`src/rtl/tspd_pkg.sv`:
```
package tspd_pkg;

    typedef enum logic [1:0] {
        SPD_10   = 2'd0,
        SPD_100  = 2'd1,
        SPD_1G   = 2'd2
    } spd_mode_e;

    // Registered output bundle of the edge generator
    typedef struct packed {
        logic en;
        logic rise;
        logic fall;
        logic lvl;
        logic slow;
    } strobe_s;

    // Both upper codes map to full speed
    function automatic spd_mode_e decode_sel(input logic [1:0] sel);
        spd_mode_e m;
        case (sel)
            2'b00:   m = SPD_10;
            2'b01:   m = SPD_100;
            default: m = SPD_1G;
        endcase
        return m;
    endfunction

endpackage

```
`src/rtl/tspd_speed_dec.sv`:
```
module tspd_speed_dec
    import tspd_pkg::*;
#(
    parameter int MID_DIV  = 10,
    parameter int SLOW_DIV = 100,
    parameter int CW       = $clog2(SLOW_DIV)
) (
    input  logic          clk,
    input  logic          rst,
    input  logic [1:0]    speed_sel,
    output logic          restart,
    output logic          fast,
    output logic          slow,
    output logic [CW-1:0] period_m1,
    output logic [CW-1:0] half
);

    typedef struct packed {
        spd_mode_e mode;
    } dec_state_s;

    dec_state_s st_d, st_q;
    spd_mode_e  mode_now;

    always_comb begin
        mode_now  = decode_sel(speed_sel);
        st_d      = st_q;
        st_d.mode = mode_now;
        restart   = (mode_now != st_q.mode);
        fast      = (mode_now == SPD_1G);
        slow      = !fast;
        case (mode_now)
            SPD_10: begin
                period_m1 = CW'(SLOW_DIV - 1);
                half      = CW'(SLOW_DIV / 2);
            end
            SPD_100: begin
                period_m1 = CW'(MID_DIV - 1);
                half      = CW'(MID_DIV / 2);
            end
            default: begin
                period_m1 = '0;
                half      = '0;
            end
        endcase
    end

    always_ff @(posedge clk) begin
        if (rst) begin
            st_q.mode <= SPD_1G;
        end else begin
            st_q <= st_d;
        end
    end

endmodule

```
`src/rtl/tspd_phase_ctr.sv`:
```
module tspd_phase_ctr #(
    parameter int CW = 7
) (
    input  logic          clk,
    input  logic          rst,
    input  logic          restart,
    input  logic          fast,
    input  logic [CW-1:0] period_m1,
    output logic [CW-1:0] cnt_nxt
);

    typedef struct packed {
        logic [CW-1:0] cnt;
    } ctr_state_s;

    ctr_state_s st_d, st_q;

    always_comb begin
        st_d = st_q;
        if (restart) begin
            // park on the last phase so the next edge starts a full period
            st_d.cnt = period_m1;
        end else if (fast) begin
            st_d.cnt = '0;
        end else if (st_q.cnt >= period_m1) begin
            st_d.cnt = '0;
        end else begin
            st_d.cnt = st_q.cnt + CW'(1);
        end
        cnt_nxt = st_d.cnt;
    end

    always_ff @(posedge clk) begin
        if (rst) begin
            st_q.cnt <= '0;
        end else begin
            st_q <= st_d;
        end
    end

endmodule

```
`src/rtl/tspd_edge_gen.sv`:
```
module tspd_edge_gen
    import tspd_pkg::*;
#(
    parameter int CW = 7
) (
    input  logic          clk,
    input  logic          rst,
    input  logic          restart,
    input  logic          fast,
    input  logic          slow,
    input  logic [CW-1:0] cnt_nxt,
    input  logic [CW-1:0] half,
    output strobe_s       strobe
);

    strobe_s st_d, st_q;

    always_comb begin
        st_d      = '0;
        st_d.slow = slow;
        if (restart) begin
            // one quiet cycle while the divider realigns
            st_d.en   = 1'b0;
            st_d.rise = 1'b0;
            st_d.fall = 1'b0;
            st_d.lvl  = 1'b0;
        end else if (fast) begin
            st_d.en   = 1'b1;
            st_d.rise = 1'b1;
            st_d.fall = 1'b1;
            st_d.lvl  = 1'b0;
        end else begin
            st_d.lvl  = (cnt_nxt < half);
            st_d.rise = (cnt_nxt == '0);
            st_d.fall = (cnt_nxt == half);
            st_d.en   = (cnt_nxt == half);
        end
    end

    always_ff @(posedge clk) begin
        if (rst) begin
            st_q <= '0;
        end else begin
            st_q <= st_d;
        end
    end

    assign strobe = st_q;

endmodule

```
`src/rtl/tspd_clken_gen.sv`:
```
module tspd_clken_gen
    import tspd_pkg::*;
#(
    parameter int MID_DIV  = 10,
    parameter int SLOW_DIV = 100
) (
    input  logic       clk,
    input  logic       rst,
    input  logic [1:0] speed_sel,
    output logic       byte_en,
    output logic       ref_lvl,
    output logic       ref_rise,
    output logic       ref_fall,
    output logic       slow_mode
);

    localparam int CW = $clog2(SLOW_DIV);

    logic          restart;
    logic          fast;
    logic          slow;
    logic [CW-1:0] period_m1;
    logic [CW-1:0] half;
    logic [CW-1:0] cnt_nxt;
    strobe_s       strobe;

    tspd_speed_dec #(
        .MID_DIV  (MID_DIV),
        .SLOW_DIV (SLOW_DIV),
        .CW       (CW)
    ) u_dec (
        .clk       (clk),
        .rst       (rst),
        .speed_sel (speed_sel),
        .restart   (restart),
        .fast      (fast),
        .slow      (slow),
        .period_m1 (period_m1),
        .half      (half)
    );

    tspd_phase_ctr #(
        .CW (CW)
    ) u_ctr (
        .clk       (clk),
        .rst       (rst),
        .restart   (restart),
        .fast      (fast),
        .period_m1 (period_m1),
        .cnt_nxt   (cnt_nxt)
    );

    tspd_edge_gen #(
        .CW (CW)
    ) u_edge (
        .clk     (clk),
        .rst     (rst),
        .restart (restart),
        .fast    (fast),
        .slow    (slow),
        .cnt_nxt (cnt_nxt),
        .half    (half),
        .strobe  (strobe)
    );

    assign byte_en   = strobe.en;
    assign ref_lvl   = strobe.lvl;
    assign ref_rise  = strobe.rise;
    assign ref_fall  = strobe.fall;
    assign slow_mode = strobe.slow;

endmodule

```
`config.mk`:
```
export PLATFORM = sky130hd
export DESIGN_NAME = tspd_clken_gen
export DESIGN_NICKNAME = d
export VERILOG_FILES = /design/src/rtl/tspd_pkg.sv /design/src/rtl/tspd_speed_dec.sv /design/src/rtl/tspd_phase_ctr.sv /design/src/rtl/tspd_edge_gen.sv /design/src/rtl/tspd_clken_gen.sv
export SDC_FILE = /design/constraint.sdc
export NUM_CORES = 1
export LEC_CHECK = 0
export ABC_AREA = 0
export BUFFER_PORTS_ARGS = -buffer_cell sky130_fd_sc_hd__clkbuf_2
export CORE_UTILIZATION = 45
export CTS_BUF_LIST = sky130_fd_sc_hd__clkbuf_8
export DETAILED_ROUTE_END_ITERATION = 16
export GPL_TIMING_DRIVEN = 0
export PLACE_DENSITY_LB_ADDON = 0.08
export SYNTH_ARGS = -nofsm -noshare
export SYNTH_HDL_FRONTEND = slang
export SYNTH_SLANG_ARGS = --single-unit
```
`constraint.sdc`:
```
create_clock -name clk -period 4.97 [get_ports clk]
set_clock_uncertainty 0.2 [all_clocks]
set_input_delay 0.2485 -clock clk [delete_from_list [all_inputs] [get_ports clk]]
set_output_delay 0.2485 -clock clk [all_outputs]
set_load 0.05 [all_outputs]
```
Word level (Yosys, flattened, before mapping)
Cells that the tools add are included.
{ "classes": {"eq_ne": 5, "n_addsub": 1, "reduce_logical": 6, "magnitude_cmp": 2, "n_mux": 7} }
{ "ops": {"columns": ["cell", "count"], "rows": [
  ["two-way mux 7 bit", 3],
  ["case mux 7 bit (2 select lines)", 1],
  ["case mux 6 bit (2 select lines)", 1],
  ["adder 7 x 1 -> 7 bit, second input constant", 1],
  ["equality test 7 x 6 -> 1 bit", 1],
  ["greater-or-equal comparator 7 bit", 1],
  ["logical NOT 7 bit", 1],
  ["< comparator 7 x 6 -> 1 bit", 1],
  ["equality test 2 x 1 -> 1 bit, second input constant", 2],
  ["logical NOT 2 bit", 2],
  ["two-way mux 4 bit", 1],
  ["case mux 2 bit (2 select lines)", 1],
  ["OR reduction 3 bit", 1],
  ["equality test 2 bit, second input constant", 1],
  ["inequality test 2 bit", 1],
  ["OR reduction 2 bit", 1],
  ["logical NOT 1 bit", 1]
]} }
{ "word_totals": {"reg_bits": 14, "elab_cells": 28, "out_inout_bits": 5, "in_bits": 4} }

Logic depth before layout (Yosys ltp)
Gate-level depths: netlist (run 1).
{ "depth": {"ltp_word": 10, "depth_mapped": 14, "ltp_nobuf": 14} }

Hierarchy
Synthesis (run 1) repeated with hierarchy kept, for this count alone.
{ "hier_totals": {"hier_cells": 133, "hier_area_um2": 1066.0} }
{ "by_module_without_submodules": {"columns": ["mod", "area_each_um2", "seq_area_each_um2", "instances", "cells_each"], "rows": [
  ["tspd_phase_ctr", 580.6, 140.1, 1, 71],
  ["tspd_edge_gen", 296.5, 80.1, 1, 36],
  ["tspd_speed_dec", 188.9, 40.0, 1, 26]
]} }

Worst setup path after synthesis (run 1)
OpenSTA, ideal clock, no wires.
{ "synth_timing": {"kind": "input to register", "startpoint": "in speed_sel[1]", "endpoint": "reg u_edge.st_q (netlist bit u_edge.strobe[1])", "t_required_ns": 4.709, "path_slack_ns": 2.126, "path_buffers": 0, "setup_ns": 0.061, "arrival_ns": 2.583, "path_stages": 13, "path_cell_list": "or2_2 > ha_1 > nand2_1 > nor3b_2 > a21oi_4 > a31oi_1 > inv_1 > ha_1 > nor2b_1 > o21a_1 > o21a_1 > o21ai_0 > o2111a_1"} }
{ "synth_between": {"elab_chain_cells": 9, "elab_cells_between_ends": 15, "classes_between": "2 x order compare; 4 x eq/ne; 6 x mux; 3 x reduce/logical"} }
{ "synth_lines": {"columns": ["item", "line", "rtl"], "rows": [
  ["from (decl)", "tspd_clken_gen.sv:9", "input logic [1:0] speed_sel,"],
  ["equality test 2 x 1 -> 1 bit / logical NOT 2 bit (equally long branches)", "tspd_pkg.sv:21", "case (sel)"],
  ["case mux 2 bit (2 select lines) (*)", "tspd_pkg.sv:21", null],
  ["equality test 2 x 1 -> 1 bit / logical NOT 2 bit (equally long branches)", "tspd_speed_dec.sv:32", "case (mode_now)"],
  ["case mux 7 bit (2 select lines)", "tspd_speed_dec.sv:32", null],
  ["greater-or-equal comparator 7 bit", "tspd_phase_ctr.sv:25", "end else if (st_q.cnt >= period_m1) begin"],
  ["two-way mux 7 bit", "tspd_phase_ctr.sv:25", null],
  ["two-way mux 7 bit", "tspd_phase_ctr.sv:23", "end else if (fast) begin"],
  ["two-way mux 7 bit (*)", "tspd_phase_ctr.sv:20", "if (restart) begin"],
  ["named net cnt_nxt[1]", "tspd_clken_gen.sv:24", "logic [CW-1:0] cnt_nxt;"],
  ["< comparator 7 x 6 -> 1 bit (*)", "tspd_edge_gen.sv:33", "st_d.lvl = (cnt_nxt < half);"],
  ["to (signal assigned)", "tspd_edge_gen.sv:44", "st_q <= st_d;"],
  ["to (decl)", "tspd_edge_gen.sv:16", "strobe_s st_d, st_q;"]
]} }
Mark *: on every way through the listed nets, which the timed path passes. The rest lies on a longest branch.
A chain may end at the register's enable or synchronous reset.

Worst setup path in the final report (run 1)
{ "layout_timing": {"startpoint": "reg u_ctr.st_q[0] (netlist name)", "endpoint": "reg u_edge.st_q (netlist bit u_edge.strobe[1])"} }
{ "layout_between": {"elab_chain_cells": 5, "elab_cells_between_ends": 6, "classes_between": "1 x add/sub; 2 x order compare; 3 x mux"} }
{ "layout_lines": {"columns": ["item", "line", "rtl"], "rows": [
  ["from (decl)", "tspd_phase_ctr.sv:16", "ctr_state_s st_d, st_q;"],
  ["from (signal assigned)", "tspd_phase_ctr.sv:37", "st_q <= st_d;"],
  ["adder 7 x 1 -> 7 bit / greater-or-equal comparator 7 bit (equally long branches)", "tspd_phase_ctr.sv:28, tspd_phase_ctr.sv:25", null],
  ["two-way mux 7 bit (*)", "tspd_phase_ctr.sv:25", null],
  ["two-way mux 7 bit (*)", "tspd_phase_ctr.sv:23", null],
  ["two-way mux 7 bit (*)", "tspd_phase_ctr.sv:20", null],
  ["named net cnt_nxt[1]", "tspd_clken_gen.sv:24", null],
  ["< comparator 7 x 6 -> 1 bit (*)", "tspd_edge_gen.sv:33", null]
]} }
Marked as above.

==> flow_summary.yaml, run 1 <==
status:
  outcome: "finished clean"
routing:
  first_pass_iters: 4
  initialDrtViolationCount: 17
  drc_errors: 0
  routedWlPerCell_um: 11.99
  wl_um: 1762
  vias: 739
  ant_nets: 0
  routed_via_density: 5.027
yosys:
  yosys_warnings: 0
  synth_area_um2: 933.4
  synthDistinctLibCells: 36
  syn_avg_cell_area_um2: 8.563
  ys_seq_area_frac: 0.2788
  synthCells: 109
  ys_ff_latch: 13
  synthesis.nets: 124
timing:
  fmax_ghz: 0.3361
  fin_crit_sh: 0.5987
  tightest_slew_ns: 0.4552
  drv_slew: 0
  fin_setup_tns_ns: 0
  slew-limit-headroom: 0.6965
  rsz0062_at_grt: "false"
  finalHoldViolCount: 0
  setup_violations: 0
  finalCriticalPeriod_ns: 2.976
clocking:
  postCtsSetupRepairBufs: 0
  clock-sinks: 13
  clk_latency_ns: 0.24
  clkSlewWorstSetupHoldPaths_ns: 0.05
  cts_resized: 0
  cts_hold_buf: 0
  cts_root_buf: "clkbuf_8"
  cts_inserted_buffers: 3
  cts_max_level: 1
  cts_buffer_depth: 2
  cts_tree: "yes"
setup_path:
  timing.rr.end: "u_edge.strobe[1]"
  crit_fanout: 8
  endpoint: "u_edge.strobe[1]"
  max_stage_delay_ns: 0.37
  crit_start: "u_ctr.st_q[0]"
  timing.rr.start: "u_ctr.st_q[0]"
  cp_slowest_cell: "dfxtp_1"
  rrSetupSlack_ns: 1.99
  startpoint_type: "flip-flop"
  path_cells: "inv_1, ha_1, nand2b_4, a211o_1, a21oi_4, a31oi_1, inv_1, ha_1, nor2b_1, o21a_1, o21a_1, o21ai_0, o2111a_1"
  reg2reg_depth: 13
  crit_required_ns: 4.95
  critPathKind: "reg -> reg"
  endpoint_kind: "flip-flop"
  cp.arrival_ns: 2.96
global_routing:
  grt_use_total: 0.1738
  antenna_found_initial: 0
  grt_pass1_wl_um: 2773
  first_global_vias: 658
  grt_max_degree: 11
  grt-ovfl-total: 0
power:
  ir_worst_vdd_v: 0.0001758
  p_per_area_nw_per_um2: 249.1
  power_mw: 0.2609
  leakagePower_nw: 0.4872
run:
  max_cap_viol_count: 0
placed_design:
  dp_hpwl_um: 1421
  placed_cell_area_um2: 1002
  placed_cells: 143
  io_buffers: 7
  place.gp.congestion: 0.7687
die:
  io_pins: 9
  rows: 16
  die-area_um2: 2261
  initial_core_util: 0.4758
  die_w_um: 47.55
  coreArea_um2: 1962
  fp.dieH_um: 47.55
finish:
  design_area_um2: 1047
  nNetsFinal: 136
  area_growth_pct: 12.20
  drive_gt1_frac: 0.1833
  final_cell_mix: "nor2_1 (14), dfxtp_1 (13), ha_1 (11), inv_1 (8), clkbuf_2 (7)"
  diodes: 0
  final_common_cell: "nor2_1"
  instances_no_fill: 147
worst_hold_path:
  hold_class: "in -> reg"
## cell type report
| type | instances | area (um2) |
|---|---|---|
| Fill cell | 206 | 914.6 |
| Multi-Input combinational cell | 84 | 615.6 |
| Sequential cell | 13 | 260.3 |
| Clock buffer | 3 | 41.29 |
| Timing Repair Buffer | 7 | 35.03 |
| Tap cell | 27 | 33.78 |
| Buffer | 5 | 31.28 |
| Inverter | 7 | 26.28 |
| Clock inverter | 1 | 3.754 |
## critical path, delay by kind of cell (launching register included)
family          cells  cell delay [ns]
fa+ha+maj           2             0.50
compound gates      7             1.41
buf+inv             2             0.18
flops               1             0.37
simple gates        2             0.26
## per-stage QoR
step	worst slack, ns	util	hold slack [ns]
after detailed placement	1.755	0.5108	0.3189
after global routing	1.774	0.5338	0.07540
after global placement	1.782	0.5108	0.3100
after floorplan	2.126	-	0.1397
after CTS	1.980	0.5338	0.07078
final	1.994	0.5338	0.07383
## flip-flops by register name, summed over array words and instances (netlist names)
register / cells
u_dec.st_q: 2
u_edge.strobe: 4
u_ctr.st_q: 7
## worst min-delay path by stage
stage	end	startpoint	cells after the start	slack, ns
finish	u_dec.st_q[0]	speed_sel[0]	2	0.07
global route	u_dec.st_q[0]	speed_sel[0]	2	0.08
CTS	u_dec.st_q[0]	speed_sel[0]	2	0.07
detailed placement	u_dec.st_q[0]	speed_sel[0]	2	0.32
global placement	u_dec.st_q[0]	speed_sel[0]	2	0.31
floorplan	u_edge.strobe[0]	speed_sel[1]	1	0.14
## where the power goes
| group | switching (mW) | internal, mW |
|---|---|---|
| combinational | 0.0365 | 0.0223 |
| sequential | 0.00360 | 0.109 |
| clock | 0.0355 | 0.0544 |
| total | 0.0756 | 0.185 |
## Yosys cell counts (all sizes together)
| cell | count | area share |
|---|---|---|
| xor2 | 5 | 0.047 |
| o21ai | 5 | 0.027 |
| buf | 3 | 0.025 |
| o21a | 3 | 0.024 |
| nand4 | 2 | 0.013 |
| dfxtp | 13 | 0.28 |
| xnor2 | 3 | 0.028 |
| nand2b | 2 | 0.021 |
| nor2 | 14 | 0.056 |
| clkbuf | 2 | 0.0080 |
| a21oi | 5 | 0.043 |
| ha | 11 | 0.15 |
| inv | 7 | 0.028 |
| a21o | 1 | 0.0080 |
| nor3 | 4 | 0.034 |
| and2 | 2 | 0.015 |
| nand3 | 5 | 0.027 |
| and3 | 2 | 0.013 |
| a211o | 2 | 0.019 |
| or2 | 1 | 0.0067 |
| a221oi | 1 | 0.016 |
| nor3b | 1 | 0.013 |
| nand2 | 6 | 0.032 |
| o2111a | 1 | 0.012 |
| a31oi | 5 | 0.034 |
| nor2b | 2 | 0.013 |
| and3b | 1 | 0.0094 |
## metal layers
metal | track usage | up-vias | wire length [um]
met5 | 0 | - | 0
met4 | 0.06667 | 0 | 12
met3 | 0.01132 | 2 | 30
met2 | 0.2932 | 6 | 821
met1 | 0.2323 | 329 | 897
li1 | - | 402 | -
## logic make-up after synthesis
kind of cell,count (synthesis),synth area share
buffers and inverters,12,0.06167
AOI/OAI and AO/OA,23,0.1823
adders and majority gates,11,0.1475
DFF,13,0.2788
and+or+nand+nor,42,0.2547
xor gates and xnor gates,8,0.07507
Power figures use the tool's default switching activity.
==> run 2, diff against run 1 <==
- clock period: 4.97 -> 3.02 ns (I/O delays scaled with it)
==> flow_summary.yaml, run 2 (same netlist as run 1, synthesis figures left out) <==
status:
  outcome: "finished clean"
power:
  p_per_area_nw_per_um2: 411.8
  swShare: 0.2961
  ir_worst_vdd_v: 0.0002896
  seq_power_share: 0.421
  clkPwrFrac: 0.348
  power_mw: 0.4390
  p_sw_mw: 0.1300
  power_frac_comb: 0.231
  intPower_mw: 0.3090
  leakagePower_nw: 0.4964
placed_design:
  dp_slack_ns: -0.09741
  dp_hpwl_um: 1421
  placed_cells: 143
  place.gp.congestion: 0.7687
  io_buffers: 7
routing:
  wl_um: 1806
  met2_length_um: 831
  routed_via_density: 5.181
  routedWlPerCell_um: 12.12
  ant_nets: 0
  met3_length_um: 52
  initialDrtViolationCount: 19
  drt-met1-wl_um: 895
  first_pass_iters: 4
  top_layer: "met4"
  vias: 772
  drc_errors: 0
clocking:
  clk_latency_ns: 0.24
  cts_tree: "yes"
  cts_buffer_depth: 2
  clock-sinks: 13
  cts_max_level: 1
  clkSlewWorstSetupHoldPaths_ns: 0.06
  cts_root_buf: "clkbuf_8"
  cts_inserted_buffers: 3
run:
  max_cap_viol_count: 0
die:
  die-area_um2: 2261
  die_w_um: 47.55
  initial_core_util: 0.4758
  io_pins: 9
  rows: 16
  fp.dieH_um: 47.55
  coreArea_um2: 1962
setup_path:
  endpoint_kind: "flip-flop"
  cp.arrival_ns: 2.83
  crit_fanout: 7
  crit_required_ns: 3.01
  timing.rr.end: "u_edge.strobe[1]"
  reg2reg_depth: 13
  timing.rr.start: "u_ctr.st_q[0]"
  rrSetupSlack_ns: 0.18
  startpoint_type: "flip-flop"
  critPathKind: "reg -> reg"
timing:
  fin_ws_ns: 0.1762
  fmax_ghz: 0.3516
  slew-limit-headroom: 0.6853
  setup_violations: 0
  fin_crit_sh: 0.9417
  finalCriticalPeriod_ns: 2.844
  tightest_slew_ns: 0.4721
  drv_slew: 0
  rsz0062_at_grt: "false"
  finalHoldViolCount: 0
  fin_setup_tns_ns: 0
  whs_ns: 0.009988
worst_hold_path:
  hold_class: "in -> reg"
  holdPathEnd: "u_edge.strobe[0]"
  min_path_cells: 2
  hold_start: "speed_sel[1]"
global_routing:
  first_global_vias: 669
  antenna_found_initial: 0
  grt_pass1_wl_um: 2801
  grt-ovfl-total: 0
  grt_use_total: 0.1753
  grt_max_degree: 11
finish:
  instances_no_fill: 149
  diodes: 0
  nNetsFinal: 138
  final_common_cell: "nor2_1"
  largest_reg_flops: 7
  drive_gt1_frac: 0.1967
  max_flop_register: "u_ctr.st_q"
  final_cell_mix: "nor2_1 (14), dfxtp_1 (12), ha_1 (11), inv_1 (8), clkbuf_2 (7)"
  area_growth_pct: 14.21
==> run 2: cell count changes in the layout (fill, tap and decap cells not counted) <==
cell,before,now
dfxtp_2,0,1
buf_4,1,2
dlygate4sd3_1,0,1
dfxtp_1,13,12
==> run 2: power groups by stage <==
| stage | clock network [mW] | logic (mW) | registers, mW |
|---|---|---|---|
| 6_report | 0.153 | 0.101 | 0.185 |
| 5_1_grt | 0.161 | 0.111 | 0.186 |
| 4_1_cts | 0.153 | 0.0984 | 0.185 |
| 3_3_place_gp | 0 | 0.0954 | 0.188 |
| 3_5_place_dp | 0 | 0.0970 | 0.188 |
| 2_1_floorplan | 0 | 0.0682 | 0.197 |
==> run 2: layer usage <==
layer	GRT usage	up-vias
li1	-	408
met4	0.06667	0
met1	0.2323	345
met2	0.2986	13
met3	0.01132	6
met5	0	-
==> run 2: repair_timing <==
| item | in CTS | in global routing |
|---|---|---|
| hold endpoints to repair | 1 | 0 |
| hold buffers | 1 | 0 |
| endpoints found under the setup margin | 0 | 1 |
| resized for setup | 0 | 1 |
| setup buffers | 0 | 1 |
==> run 2: how the worst max path moves through the flow <==
stage / start / end / slack, ns
after floorplan: speed_sel[1] / u_edge.strobe[1] / 0.27
after global placement: speed_sel[1] / u_edge.strobe[1] / -0.07
after detailed placement: speed_sel[1] / u_edge.strobe[1] / -0.1
after CTS: u_ctr.st_q[0] / u_edge.strobe[1] / 0.03
after global routing: speed_sel[1] / u_edge.strobe[1] / 0.02
final: u_ctr.st_q[0] / u_edge.strobe[1] / 0.18
==> run 2: stage by stage <==
step,util,cell area [um2]
2_1_floorplan,-,933.4
3_3_place_gp,0.5108,1002
3_5_place_dp,0.5108,1002
4_1_cts,0.5389,1057
5_1_grt,0.5434,1066
6_report,0.5434,1066
==> run 2: critical path, cell delays in order, from the launching register on <==
cell and delay [ns]:
dfxtp_2 0.35, inv_1 0.07, ha_1 0.27, nand2b_4 0.13, a211o_1 0.33, a21oi_4 0.17, buf_4 0.18, nand2_4 0.07
nor2_1 0.17, ha_1 0.26, o21a_1 0.10, o21a_1 0.16, o21ai_0 0.13, o2111a_1 0.20
==> run 2: layout make-up <==
type                       count  area (um2)
fill                         202       895.9
multi-input combinational     84       615.6
sequential                    13       261.5
timing repair buffer           9       52.55
clock buffer                   3       41.29
tap                           27       33.78
buffer                         5       31.28
inverter                       7       26.28
clock inverter                 1       3.754
